===== config.mk =====
export PLATFORM = sky130hd
export DESIGN_NAME = tex_prefetch_cache
export DESIGN_NICKNAME = d
export VERILOG_FILES = /design/src/rtl/tpc_pkg.sv /design/src/rtl/tpc_fifo.sv /design/src/rtl/tpc_rob.sv /design/src/rtl/tpc_tag_store.sv /design/src/rtl/tex_prefetch_cache.sv
export SDC_FILE = /design/constraint.sdc
export NUM_CORES = 1
export LEC_CHECK = 0
export BUFFER_PORTS_ARGS = -buffer_cell sky130_fd_sc_hd__buf_2
export CAP_MARGIN = 10
export CORE_AREA = 2 2 192 194
export CTS_CLUSTER_SIZE = 10
export DETAILED_ROUTE_END_ITERATION = 6
export DIE_AREA = 0 0 194 196
export GPL_ROUTABILITY_DRIVEN = 0
export GPL_TIMING_DRIVEN = 0
export PLACE_DENSITY = 0.79
export SLEW_MARGIN = 20
export SYNTH_ARGS = -nofsm -noshare
export SYNTH_HDL_FRONTEND = slang
export SYNTH_SLANG_ARGS = --single-unit

===== constraint.sdc =====
create_clock -name clk -period 6.45 [get_ports clk]
set_clock_uncertainty 0.05 [all_clocks]
set_input_delay 0.645 -clock clk [delete_from_list [all_inputs] [get_ports clk]]
set_output_delay 0.645 -clock clk [all_outputs]
set_load 0.01 [all_outputs]

===== src/rtl/tpc_pkg.sv =====
package tpc_pkg;
  typedef enum logic [1:0] {
    RESP_NONE     = 2'd0,
    RESP_HIT_PEND = 2'd1,
    RESP_MISS     = 2'd2,
    RESP_REFUSE   = 2'd3
  } resp_e;
endpackage


===== src/rtl/tpc_fifo.sv =====
// Circular queue with write and read pointers and an occupancy count.
// DEPTH must be a power of two. Storage has no reset, so it can map to RAM.
module tpc_fifo #(
  parameter int W     = 8,
  parameter int DEPTH = 4,
  localparam int AW   = $clog2(DEPTH),
  localparam int CW   = AW + 1
) (
  input  logic         clk,
  input  logic         rst,
  input  logic         push,
  input  logic [W-1:0] din,
  input  logic         pop,
  output logic [W-1:0] dout,
  output logic         full,
  output logic         empty
);
  logic [AW-1:0] wp, rp;
  logic [CW-1:0] cnt;
  logic [W-1:0]  mem [DEPTH];

  always_ff @(posedge clk) begin
    if (rst) begin
      wp  <= '0;
      rp  <= '0;
      cnt <= '0;
    end else begin
      if (push) wp <= wp + 1'b1;
      if (pop)  rp <= rp + 1'b1;
      case ({push, pop})
        2'b10:   cnt <= cnt + 1'b1;
        2'b01:   cnt <= cnt - 1'b1;
        default: cnt <= cnt;
      endcase
    end
  end

  always_ff @(posedge clk) begin
    if (push) mem[wp] <= din;
  end

  assign dout  = mem[rp];
  assign full  = (cnt == CW'(DEPTH));
  assign empty = (cnt == '0);

  AST_NO_OVERFLOW: assert property (@(posedge clk) disable iff (rst)
    push |-> !full);
  AST_NO_UNDERFLOW: assert property (@(posedge clk) disable iff (rst)
    pop |-> !empty);
endmodule


===== src/rtl/tpc_rob.sv =====
// Reorder buffer: slots are reserved in fetch order and marked ready by fill
// in any order. The head slot retires only once it is ready.
module tpc_rob #(
  parameter int DEPTH  = 4,
  parameter int LINE_W = 3,
  parameter int BLK_W  = 12,
  localparam int AW    = $clog2(DEPTH),
  localparam int CW    = AW + 1
) (
  input  logic              clk,
  input  logic              rst,
  input  logic              push,
  input  logic [LINE_W-1:0] push_line,
  input  logic [BLK_W-1:0]  push_blk,
  output logic [AW-1:0]     push_slot,
  output logic              full,
  input  logic              fill_valid,
  input  logic [AW-1:0]     fill_slot,
  input  logic              pop,
  output logic              empty,
  output logic              head_ready,
  output logic [LINE_W-1:0] head_line,
  output logic [BLK_W-1:0]  head_blk
);
  logic [AW-1:0]     wp, rp;
  logic [CW-1:0]     cnt;
  logic [DEPTH-1:0]  rdy;
  logic [LINE_W-1:0] line_m [DEPTH];
  logic [BLK_W-1:0]  blk_m  [DEPTH];

  always_ff @(posedge clk) begin
    if (rst) begin
      wp  <= '0;
      rp  <= '0;
      cnt <= '0;
      rdy <= '0;
    end else begin
      if (push) begin
        wp      <= wp + 1'b1;
        rdy[wp] <= 1'b0;
      end
      if (pop) begin
        rp      <= rp + 1'b1;
        rdy[rp] <= 1'b0;
      end
      if (fill_valid) rdy[fill_slot] <= 1'b1;
      case ({push, pop})
        2'b10:   cnt <= cnt + 1'b1;
        2'b01:   cnt <= cnt - 1'b1;
        default: cnt <= cnt;
      endcase
    end
  end

  always_ff @(posedge clk) begin
    if (push) begin
      line_m[wp] <= push_line;
      blk_m[wp]  <= push_blk;
    end
  end

  assign push_slot  = wp;
  assign full       = (cnt == CW'(DEPTH));
  assign empty      = (cnt == '0);
  assign head_ready = !empty && rdy[rp];
  assign head_line  = line_m[rp];
  assign head_blk   = blk_m[rp];

  logic [AW-1:0] fill_dist;
  assign fill_dist = fill_slot - rp;

  AST_FILL_PENDING_SLOT: assert property (@(posedge clk) disable iff (rst)
    fill_valid |-> ({1'b0, fill_dist} < cnt) && !rdy[fill_slot]);
  AST_ROB_NO_OVERFLOW: assert property (@(posedge clk) disable iff (rst)
    push |-> !full);
endmodule


===== src/rtl/tpc_tag_store.sv =====
// Direct-mapped tag array (written on miss) plus the line-content array
// (written when the reorder buffer retires a block).
module tpc_tag_store #(
  parameter int SETS  = 8,
  parameter int BLK_W = 12,
  localparam int LW   = $clog2(SETS)
) (
  input  logic             clk,
  input  logic             rst,
  input  logic [BLK_W-1:0] look_blk,
  output logic             look_hit,
  input  logic             alloc_en,
  input  logic [LW-1:0]    chk_line,
  input  logic [BLK_W-1:0] chk_blk,
  output logic             chk_present,
  input  logic             commit_en,
  input  logic [LW-1:0]    commit_line,
  input  logic [BLK_W-1:0] commit_blk
);
  logic [SETS-1:0]  tag_v, dat_v;
  logic [BLK_W-1:0] tag_m [SETS];
  logic [BLK_W-1:0] dat_m [SETS];
  logic [LW-1:0]    look_line;

  assign look_line = look_blk[LW-1:0];

  always_ff @(posedge clk) begin
    if (rst) begin
      tag_v <= '0;
      dat_v <= '0;
    end else begin
      if (alloc_en)  tag_v[look_line]   <= 1'b1;
      if (commit_en) dat_v[commit_line] <= 1'b1;
    end
  end

  always_ff @(posedge clk) begin
    if (alloc_en)  tag_m[look_line]   <= look_blk;
    if (commit_en) dat_m[commit_line] <= commit_blk;
  end

  assign look_hit    = tag_v[look_line] && (tag_m[look_line] == look_blk);
  assign chk_present = dat_v[chk_line] && (dat_m[chk_line] == chk_blk);

  AST_ALLOC_ONLY_ON_MISS: assert property (@(posedge clk) disable iff (rst)
    alloc_en |-> !look_hit);
  AST_COMMIT_TO_RESERVED: assert property (@(posedge clk) disable iff (rst)
    commit_en |-> tag_v[commit_line]);
endmodule


===== src/rtl/tex_prefetch_cache.sv =====
module tex_prefetch_cache
  import tpc_pkg::*;
#(
  parameter int ADDR_W     = 16,
  parameter int OFF_W      = 4,
  parameter int SETS       = 8,
  parameter int ID_W       = 8,
  parameter int FRAG_DEPTH = 8,
  parameter int REQ_DEPTH  = 4,
  parameter int ROB_DEPTH  = 4,
  parameter int RES_DEPTH  = 4,
  localparam int SLOT_W    = $clog2(ROB_DEPTH)
) (
  input  logic              clk,
  input  logic              rst,
  input  logic              acc_valid,
  input  logic [ADDR_W-1:0] acc_addr,
  input  logic [ID_W-1:0]   acc_id,
  output logic [1:0]        acc_resp,
  output logic              mem_req_valid,
  input  logic              mem_req_ready,
  output logic [ADDR_W-1:0] mem_req_addr,
  output logic [SLOT_W-1:0] mem_req_slot,
  input  logic              fill_valid,
  input  logic [SLOT_W-1:0] fill_slot,
  output logic              res_valid,
  input  logic              res_ready,
  output logic [ID_W-1:0]   res_id,
  output logic              res_miss
);
  localparam int BLK_W  = ADDR_W - OFF_W;
  localparam int LINE_W = $clog2(SETS);
  localparam int FRAG_W = ID_W + LINE_W + BLK_W + 1;
  localparam int REQ_W  = BLK_W + SLOT_W;
  localparam int RES_W  = ID_W + 1;

  // access decode and acceptance
  logic [BLK_W-1:0]  acc_blk;
  logic [LINE_W-1:0] acc_line;
  logic              tag_hit, refuse, frag_push, miss_push;
  logic              frag_full, frag_empty, req_full, req_empty;
  logic              rob_full, rob_empty, res_full, res_empty;
  logic [SLOT_W-1:0] rob_slot;
  resp_e             resp;

  assign acc_blk  = acc_addr[ADDR_W-1:OFF_W];
  assign acc_line = acc_blk[LINE_W-1:0];

  assign refuse    = frag_full || (!tag_hit && (req_full || rob_full));
  assign frag_push = acc_valid && !refuse;
  assign miss_push = frag_push && !tag_hit;

  always_comb begin
    resp = RESP_NONE;
    if (acc_valid) begin
      if (refuse)       resp = RESP_REFUSE;
      else if (tag_hit) resp = RESP_HIT_PEND;
      else              resp = RESP_MISS;
    end
  end
  assign acc_resp = resp;

  // fragment queue: {id, line, block, miss}
  logic [FRAG_W-1:0] frag_din, frag_dout;
  logic [ID_W-1:0]   fr_id;
  logic [LINE_W-1:0] fr_line;
  logic [BLK_W-1:0]  fr_blk;
  logic              fr_miss;
  logic              frag_pop;

  assign frag_din = {acc_id, acc_line, acc_blk, !tag_hit};
  assign {fr_id, fr_line, fr_blk, fr_miss} = frag_dout;

  tpc_fifo #(.W(FRAG_W), .DEPTH(FRAG_DEPTH)) u_frag (
    .clk(clk), .rst(rst), .push(frag_push), .din(frag_din), .pop(frag_pop),
    .dout(frag_dout), .full(frag_full), .empty(frag_empty));

  // request queue toward memory: {block, slot}
  logic [REQ_W-1:0]  req_dout;
  logic [BLK_W-1:0]  rq_blk;
  logic [SLOT_W-1:0] rq_slot;
  logic              req_pop;

  assign {rq_blk, rq_slot} = req_dout;
  assign mem_req_valid = !req_empty;
  assign mem_req_addr  = {rq_blk, {OFF_W{1'b0}}};
  assign mem_req_slot  = rq_slot;
  assign req_pop       = mem_req_valid && mem_req_ready;

  tpc_fifo #(.W(REQ_W), .DEPTH(REQ_DEPTH)) u_req (
    .clk(clk), .rst(rst), .push(miss_push), .din({acc_blk, rob_slot}),
    .pop(req_pop), .dout(req_dout), .full(req_full), .empty(req_empty));

  // reorder buffer
  logic              rob_pop, rob_head_ready;
  logic [LINE_W-1:0] rob_head_line;
  logic [BLK_W-1:0]  rob_head_blk;

  tpc_rob #(.DEPTH(ROB_DEPTH), .LINE_W(LINE_W), .BLK_W(BLK_W)) u_rob (
    .clk(clk), .rst(rst), .push(miss_push), .push_line(acc_line),
    .push_blk(acc_blk), .push_slot(rob_slot), .full(rob_full),
    .fill_valid(fill_valid), .fill_slot(fill_slot), .pop(rob_pop),
    .empty(rob_empty), .head_ready(rob_head_ready),
    .head_line(rob_head_line), .head_blk(rob_head_blk));

  // tags and line contents
  logic line_present;

  tpc_tag_store #(.SETS(SETS), .BLK_W(BLK_W)) u_tags (
    .clk(clk), .rst(rst), .look_blk(acc_blk), .look_hit(tag_hit),
    .alloc_en(miss_push), .chk_line(fr_line), .chk_blk(fr_blk),
    .chk_present(line_present), .commit_en(rob_pop),
    .commit_line(rob_head_line), .commit_blk(rob_head_blk));

  // retirement: a missing fragment at the head commits its block and
  // retires in the same cycle; a hit fragment waits for its block.
  logic can_retire;
  assign can_retire = !frag_empty && !res_full &&
                      (fr_miss ? (!rob_empty && rob_head_ready) : line_present);
  assign frag_pop = can_retire;
  assign rob_pop  = can_retire && fr_miss;

  // result queue: {id, miss}
  logic [RES_W-1:0] res_dout;
  logic             res_pop;

  assign res_pop = res_valid && res_ready;

  tpc_fifo #(.W(RES_W), .DEPTH(RES_DEPTH)) u_res (
    .clk(clk), .rst(rst), .push(can_retire), .din({fr_id, fr_miss}),
    .pop(res_pop), .dout(res_dout), .full(res_full), .empty(res_empty));

  assign res_valid          = !res_empty;
  assign {res_id, res_miss} = res_dout;

  AST_RETIRE_MATCHES_ROB: assert property (@(posedge clk) disable iff (rst)
    rob_pop |-> (rob_head_blk == fr_blk) && (rob_head_line == fr_line));
  AST_REFUSE_NO_PUSH: assert property (@(posedge clk) disable iff (rst)
    (acc_resp == 2'd3) |-> !frag_push && !miss_push);
  AST_RES_HOLD: assert property (@(posedge clk) disable iff (rst)
    res_valid && !res_ready |=> res_valid && $stable(res_id));
  AST_REQ_HOLD: assert property (@(posedge clk) disable iff (rst)
    mem_req_valid && !mem_req_ready |=> mem_req_valid && $stable(mem_req_addr));
  AST_HIT_NO_FETCH: assert property (@(posedge clk) disable iff (rst)
    (acc_resp == 2'd1) |-> !miss_push);
endmodule


After elaboration in Yosys (flattened, before gate mapping)
Memories as Yosys holds them, arrays and structs flattened. A register that Yosys moved wholly into a read port is not among the register bits.
Cells that the tools add are included.
{ "op_classes": {"addsub": 16, "magnitude_cmp": 11, "n_eq_ne": 14, "n_mux": 47, "bitwise_logic": 7, "n_reduce_logical": 34} }
{ "ops": {"columns": ["operator", "n"], "rows": [
  ["12-bit == test", 2],
  ["2-bit two-way mux", 11],
  ["4-bit two-way mux", 5],
  ["3-bit one-hot mux with 2 select lines", 3],
  ["1-bit logical AND", 17],
  ["1-bit two-way mux", 17],
  ["8-bit bitwise OR", 2],
  ["3-bit by 1-bit adder with 3-bit output (second input constant)", 5],
  ["2-bit by 1-bit adder with 2-bit output (second input constant)", 6],
  ["3-bit by 4-bit < comparator with 1-bit output (second input constant)", 3],
  ["3-bit == test (second input constant)", 3],
  ["3-bit logical NOT", 3],
  ["2-bit by 3-bit < comparator with 1-bit output (second input constant)", 3],
  ["3-bit by 1-bit subtractor with 3-bit output (second input constant)", 3],
  ["4-bit bitwise AND", 2],
  ["2-bit by 1-bit == test with 1-bit output (second input constant)", 4],
  ["2-bit == test (second input constant)", 4],
  ["4-bit NOT", 2],
  ["4-bit one-hot mux with 2 select lines", 1],
  ["2-bit nonzero test", 4],
  ["1-bit logical NOT", 7],
  ["1-bit binary-select mux with 3-bit select", 2],
  ["1-bit demux with 2-bit select", 3],
  ["1-bit demux with 3-bit select", 2],
  ["other kinds (10)", 15]
]} }
{ "word_totals": {"reg_bits": 51, "mem_bits_rw": 536, "in_bits": 32, "output_inout_bits": 31, "n_memories": 7} }
{ "mem_list": {"columns": ["name", "words", "word_bits", "read_ports", "rd_clocked_by_memory_dff", "wr", "line_no", "text"], "rows": [
  ["u_frag.mem", 8, 24, 1, 1, 1, "tpc_fifo.sv:20", "logic [W-1:0] mem [DEPTH];"],
  ["u_tags.dat_m", 8, 12, 1, 0, 1, "tpc_tag_store.sv:22", "logic [BLK_W-1:0] dat_m [SETS];"],
  ["u_tags.tag_m", 8, 12, 1, 0, 1, "tpc_tag_store.sv:21", "logic [BLK_W-1:0] tag_m [SETS];"],
  ["u_req.mem", 4, 14, 1, 1, 1, "tpc_fifo.sv:20", null],
  ["u_rob.blk_m", 4, 12, 1, 1, 1, "tpc_rob.sv:29", "logic [BLK_W-1:0] blk_m [DEPTH];"],
  ["u_res.mem", 4, 9, 1, 1, 1, "tpc_fifo.sv:20", null],
  ["1 more memories", null, null, null, null, null, null, null]
]} }

Depth between registers and ports, before layout
{ "logic_depth": {"depth_word": 16, "mapped_depth": 21, "mapped_depth_nobuf": 16} }

Modules after synthesis
Synthesis repeated with hierarchy kept, for this count alone.
{ "unflattened": {"hier_cells": 1166, "area_unflattened_um2": 23236.0} }
{ "by_module_without_submodules": {"columns": ["module", "instances", "cells_each", "area_per_inst_um2"], "rows": [
  ["tpc_tag_store", 1, 432, 8115.3],
  ["tpc_fifo (u_frag)", 1, 347, 7888.8],
  ["tpc_rob", 1, 153, 2892.8],
  ["tpc_fifo (u_req)", 1, 120, 2482.4],
  ["tpc_fifo (u_res)", 1, 94, 1734.2],
  ["tex_prefetch_cache", 1, 20, 122.6]
]} }

Worst setup path before layout
Ideal clock, no wire load.
{ "synth_timing": {"kind": "input port to flip-flop", "startpoint": "input port acc_addr[6]", "endpoint": "memory u_frag.mem[6][0] in the netlist's numbering (enable)", "setup_time_ns": 0.430, "arrival_time_ns": 4.719, "t_required_ns": 5.970, "slack_ns": 1.251, "stages": 10, "path_buffers": 2, "path_cell_list": "clkbuf_1 > clkbuf_1 > mux4_2 > mux2i_1 > xnor2_1 > a2111oi_0 > nand4_1 > a221oi_2 > nand2_1 > nor3b_1"} }
{ "synth_via": {"elab_chain_len": 10, "word_cells_on_any_way": 12, "cone_classes": "1 x eq/ne; 4 x mux; 6 x reduce/logical; 1 x memory"} }
{ "synth_lines": {"columns": ["item", "line_no", "text"], "rows": [
  ["start: declaration", "tex_prefetch_cache.sv:17", "input logic [ADDR_W-1:0] acc_addr,"],
  ["memory read 8 x 12 bit or 1-bit binary-select mux with 3-bit select (tied branches)", null, null],
  ["12-bit == test or 1-bit two-way mux (tied branches)", "tpc_tag_store.sv:42", "assign look_hit = tag_v[look_line] && (tag_m[look_line] == look_blk);"],
  ["1-bit logical AND (*)", "tpc_tag_store.sv:42", null],
  ["1-bit logical NOT (*)", null, null],
  ["named net frag_din[0]", "tex_prefetch_cache.sv:64", "logic [FRAG_W-1:0] frag_din, frag_dout;"],
  ["1-bit logical AND (*)", "tex_prefetch_cache.sv:49", "assign refuse = frag_full || (!tag_hit && (req_full || rob_full));"],
  ["1-bit logical OR (*)", "tex_prefetch_cache.sv:49", null],
  ["1-bit logical NOT (*)", "tex_prefetch_cache.sv:50", "assign frag_push = acc_valid && !refuse;"],
  ["1-bit logical AND (*)", "tex_prefetch_cache.sv:50", null],
  ["1-bit two-way mux (*)", "tpc_fifo.sv:39", "if (push) mem[wp] <= din;"],
  ["1-bit two-way mux (implied by the code) (*)", "tpc_fifo.sv:39", null],
  ["end: declaration", "tpc_fifo.sv:20", null]
]} }
The timed path passes the listed nets; every way through them passes the cells marked *. The select of a mux whose other input is x is not followed.

Worst setup path in the final report
{ "layout_timing": {"startpoint": "input port acc_addr[6]", "endpoint": "memory u_frag.mem[2][5] in the netlist's numbering (enable)"} }
Same word-level chain as after synthesis.

==> impl_metrics.ini <==
[status]
status = completed

[placement]
port_buffers = 54
pre_cts_ws_ns = 0.0908
dp_hpwl_um = 27800

[grt]
antenna_found_initial = 0
grtUsageMet2_pct = 40.7
grt_max_degree = 31
first_global_vias = 11700
grt_first_pass_wirelength_um = 70900
busiest_layer = met2
met1_usage_pct = 34.6
grt_use_met3_pct = 5.42
overflow = 0
grt_usage_pct = 25.2

[clocking]
clk_latency_ns = 0.59
cts_tree = yes
cts_resized = 0
clock-sinks = 560
cts_made_buffers = 66
post-cts-setup-buffer-count = 0
path_clk_slew_ns = 0.05
cts_root_buffer = clkbuf_16
htreeDepth = 3
cts_hold_buf = 0
cts_buffer_depth = 3

[route]
drc_errors = 0
first_pass_iters = 5
ant_nets = 0
vias = 11500
wl_um = 46800
routed_via_density = 6.28
drt-initial-drc-count = 1061
wl_per_cell_um = 25.6

[power]
power_frac_comb_pct = 12.7
leakage_nw = 8.42
intPower_mw = 6.63
power_density_mw_per_mm2 = 348
power_mw = 8.76
ir_worst_vdd_v = 0.000289
clock_power_share_pct = 38.2
switching_share_pct = 24.3
netSwitchingPower_mw = 2.13
pwr-share-seq_pct = 49.1

[worst_setup_path]
worstSetupStartpointType = input port
r2r_cells = 9
reg2reg_to = u_frag.mem[2][5]
cp.arrival_ns = 6.10
rr_startpoint = u_tags.tag_m[3][2]
end_kind = flop
crit_required_ns = 6.67
cp_max_fo = 25
critPathLaunch = acc_addr[6]
reg2reg_slack_ns = 1.53
path_class = input port to flop

[sta]
max_freq_mhz = 170
setup_viol = 0
hold_viol_final = 0
relSlewSlack_pct = 36.9
finalWorstSetupSlack_ns = 0.569
period_minus_slack_ns = 5.88
tightestPinTransition_ns = 0.945
final_max_slew_viol_count = 0
final.period_utilization_pct = 91.2
rsz0062_at_grt = no
finalSetupTns_ns = 0

[min_path]
min_to = u_frag.mem[0][22]
hold_depth = 1
hold_start = acc_id[6]
hold_class = input port to flop

[die]
fp.coreArea_mm2 = 0.0361
initial_core_util_pct = 61.2
die_w_um = 194
boundaryPins = 63
dieArea_mm2 = 0.0380
fp.dieH_um = 196
row_count = 70

[logic_synthesis]
synth_area_leaders = edfxtp_1 (68%), mux4_2 (9.5%), dfxtp_1 (5.4%)
yosysTopAreaCellShare_pct = 68.0
ys.flop_type = edfxtp_1
yosys.area.top_type = edfxtp_1
synth_edf_count = 500
ys_seq_area_share_pct = 73.4
syn_inst = 1174
ys_warn_count = 0
synth-seq-cells = 560
async_reset_ff_share_pct = 0
syn_area_per_cell_um2 = 18.8
synth.distinct_cells = 60
syn-cell-area_mm2 = 0.0221

[finish]
final_common_cell = edfxtp_1
fillers = 2162
area_delta_synth_final_pct = 14.0
final_cell_mix = edfxtp_1 (500), mux4_2 (93), mux2i_1 (90), buf_2 (71), clkbuf_16 (68)
drive_above_1_share_pct = 24.2
fin_util_pct = 69.8
nNetsFinal = 1383
antenna_cells = 0

[run]
drv_cap = 0
## Yosys cell counts, types with 4 or more instances
cell type and instances:
and3b_1 5, nor3b_1 5, nor2_1 70, nand2b_1 15
buf_4 8, edfxtp_1 500, o21ai_0 10, mux2_2 11
ha_1 24, a221oi_1 4, nand3b_1 6, and2_1 13
buf_1 5, xor2_1 15, buf_6 6, buf_2 16
or3b_2 4, inv_1 24, a221o_1 4, xnor2_1 18
a31oi_1 7, nand4_1 4, nand2_1 14, clkbuf_1 20
a22oi_1 7, nor2b_1 11, a22o_1 6, a21oi_1 26
and3_1 5, mux4_2 93, nor3_1 11, nand3_1 6
o21ba_2 4, mux2i_1 90, or3_1 7, a211oi_1 4
dfxtp_1 60
## state kept, by name, summed over array words and instances (netlist names), 4 cells and up, named ones only
register,flops
u_res.mem,36
u_rob.rdy,4
u_tags.dat_m,96
u_tags.tag_v,8
u_frag.mem,168
u_tags.tag_m,96
u_tags.dat_v,8
u_rob.blk_m,48
u_frag.cnt,4
u_req.mem,56
## stage by stage
step | instances | instance area, µm² | hold WS (ns)
2_1_floorplan | 1177 | 22100 | 0.378
3_3_place_gp | 1699 | 23000 | 0.399
3_5_place_dp | 1724 | 23300 | 0.406
4_1_cts | 1825 | 25200 | 0.268
5_1_grt | 1825 | 25200 | 0.301
6_report | 1825 | 25200 | 0.291
## worst max-delay path by stage
stage | end | slack (ns) | cells after the start
2_1_floorplan | u_frag.mem[6][0] | 1.25 | 10
3_3_place_gp | u_frag.mem[6][21] | -2.05 | 11
3_5_place_dp | u_frag.mem[2][21] | 0.09 | 12
4_1_cts | u_frag.mem[2][7] | 0.56 | 12
5_1_grt | u_frag.mem[2][5] | 0.05 | 12
6_report | u_frag.mem[2][5] | 0.57 | 12
## cell families (layout without fill, tap and decap cells)
group	after synthesis	count (layout)	share of synthesized area (%)
AOI/OAI and AO/OA	86	86	2.81
xor gates and xnor gates	33	33	1.31
adders and majority gates	27	27	1.63
buffers and inverters	81	261	1.81
DFF	560	560	73.4
muxes	199	199	14.5
other	1	4	0.0170
and+or+nand+nor	187	187	4.57
## critical path, cell delays in order
cell and delay, ns:
buf_2 0.41, clkbuf_1 0.35, clkbuf_1 0.56, mux4_2 0.42, mux2i_1 0.18, xnor2_1 0.12
a2111oi_0 0.50, nand4_1 0.68, a221oi_2 0.74, nand2b_1 0.30, nor3b_2 0.80, buf_4 0.33
## routing by layer
metal / part of all wire [%] / wire, µm
met4: 2.2 / 1030
met2: 50 / 23200
met1: 40 / 18900
met3: 7.8 / 3640
met5: 0.12 / 57
## power groups by stage
stage | Clock, mW | Combinational (mW) | Sequential [mW]
after floorplan | 0 | 0.733 | 4.34
after global placement | 0 | 1.04 | 4.36
after detailed placement | 0 | 1.09 | 4.37
after CTS | 3.38 | 1.11 | 4.30
after global routing | 3.51 | 1.20 | 4.32
final | 3.35 | 1.11 | 4.30
## layout make-up
class / count / area, µm² / area share, %
Timing Repair Buffer: 79 / 505 / 2.01
Clock inverter: 6 / 103 / 0.407
Clock buffer: 95 / 1800 / 7.16
Multi-Input combinational cell: 536 / 5580 / 22.2
Buffer: 55 / 302 / 1.20
Inverter: 26 / 97.6 / 0.387
Tap cell: 468 / 586 / 2.32
Sequential cell: 560 / 16200 / 64.4
(Power assumes the default switching activity.)
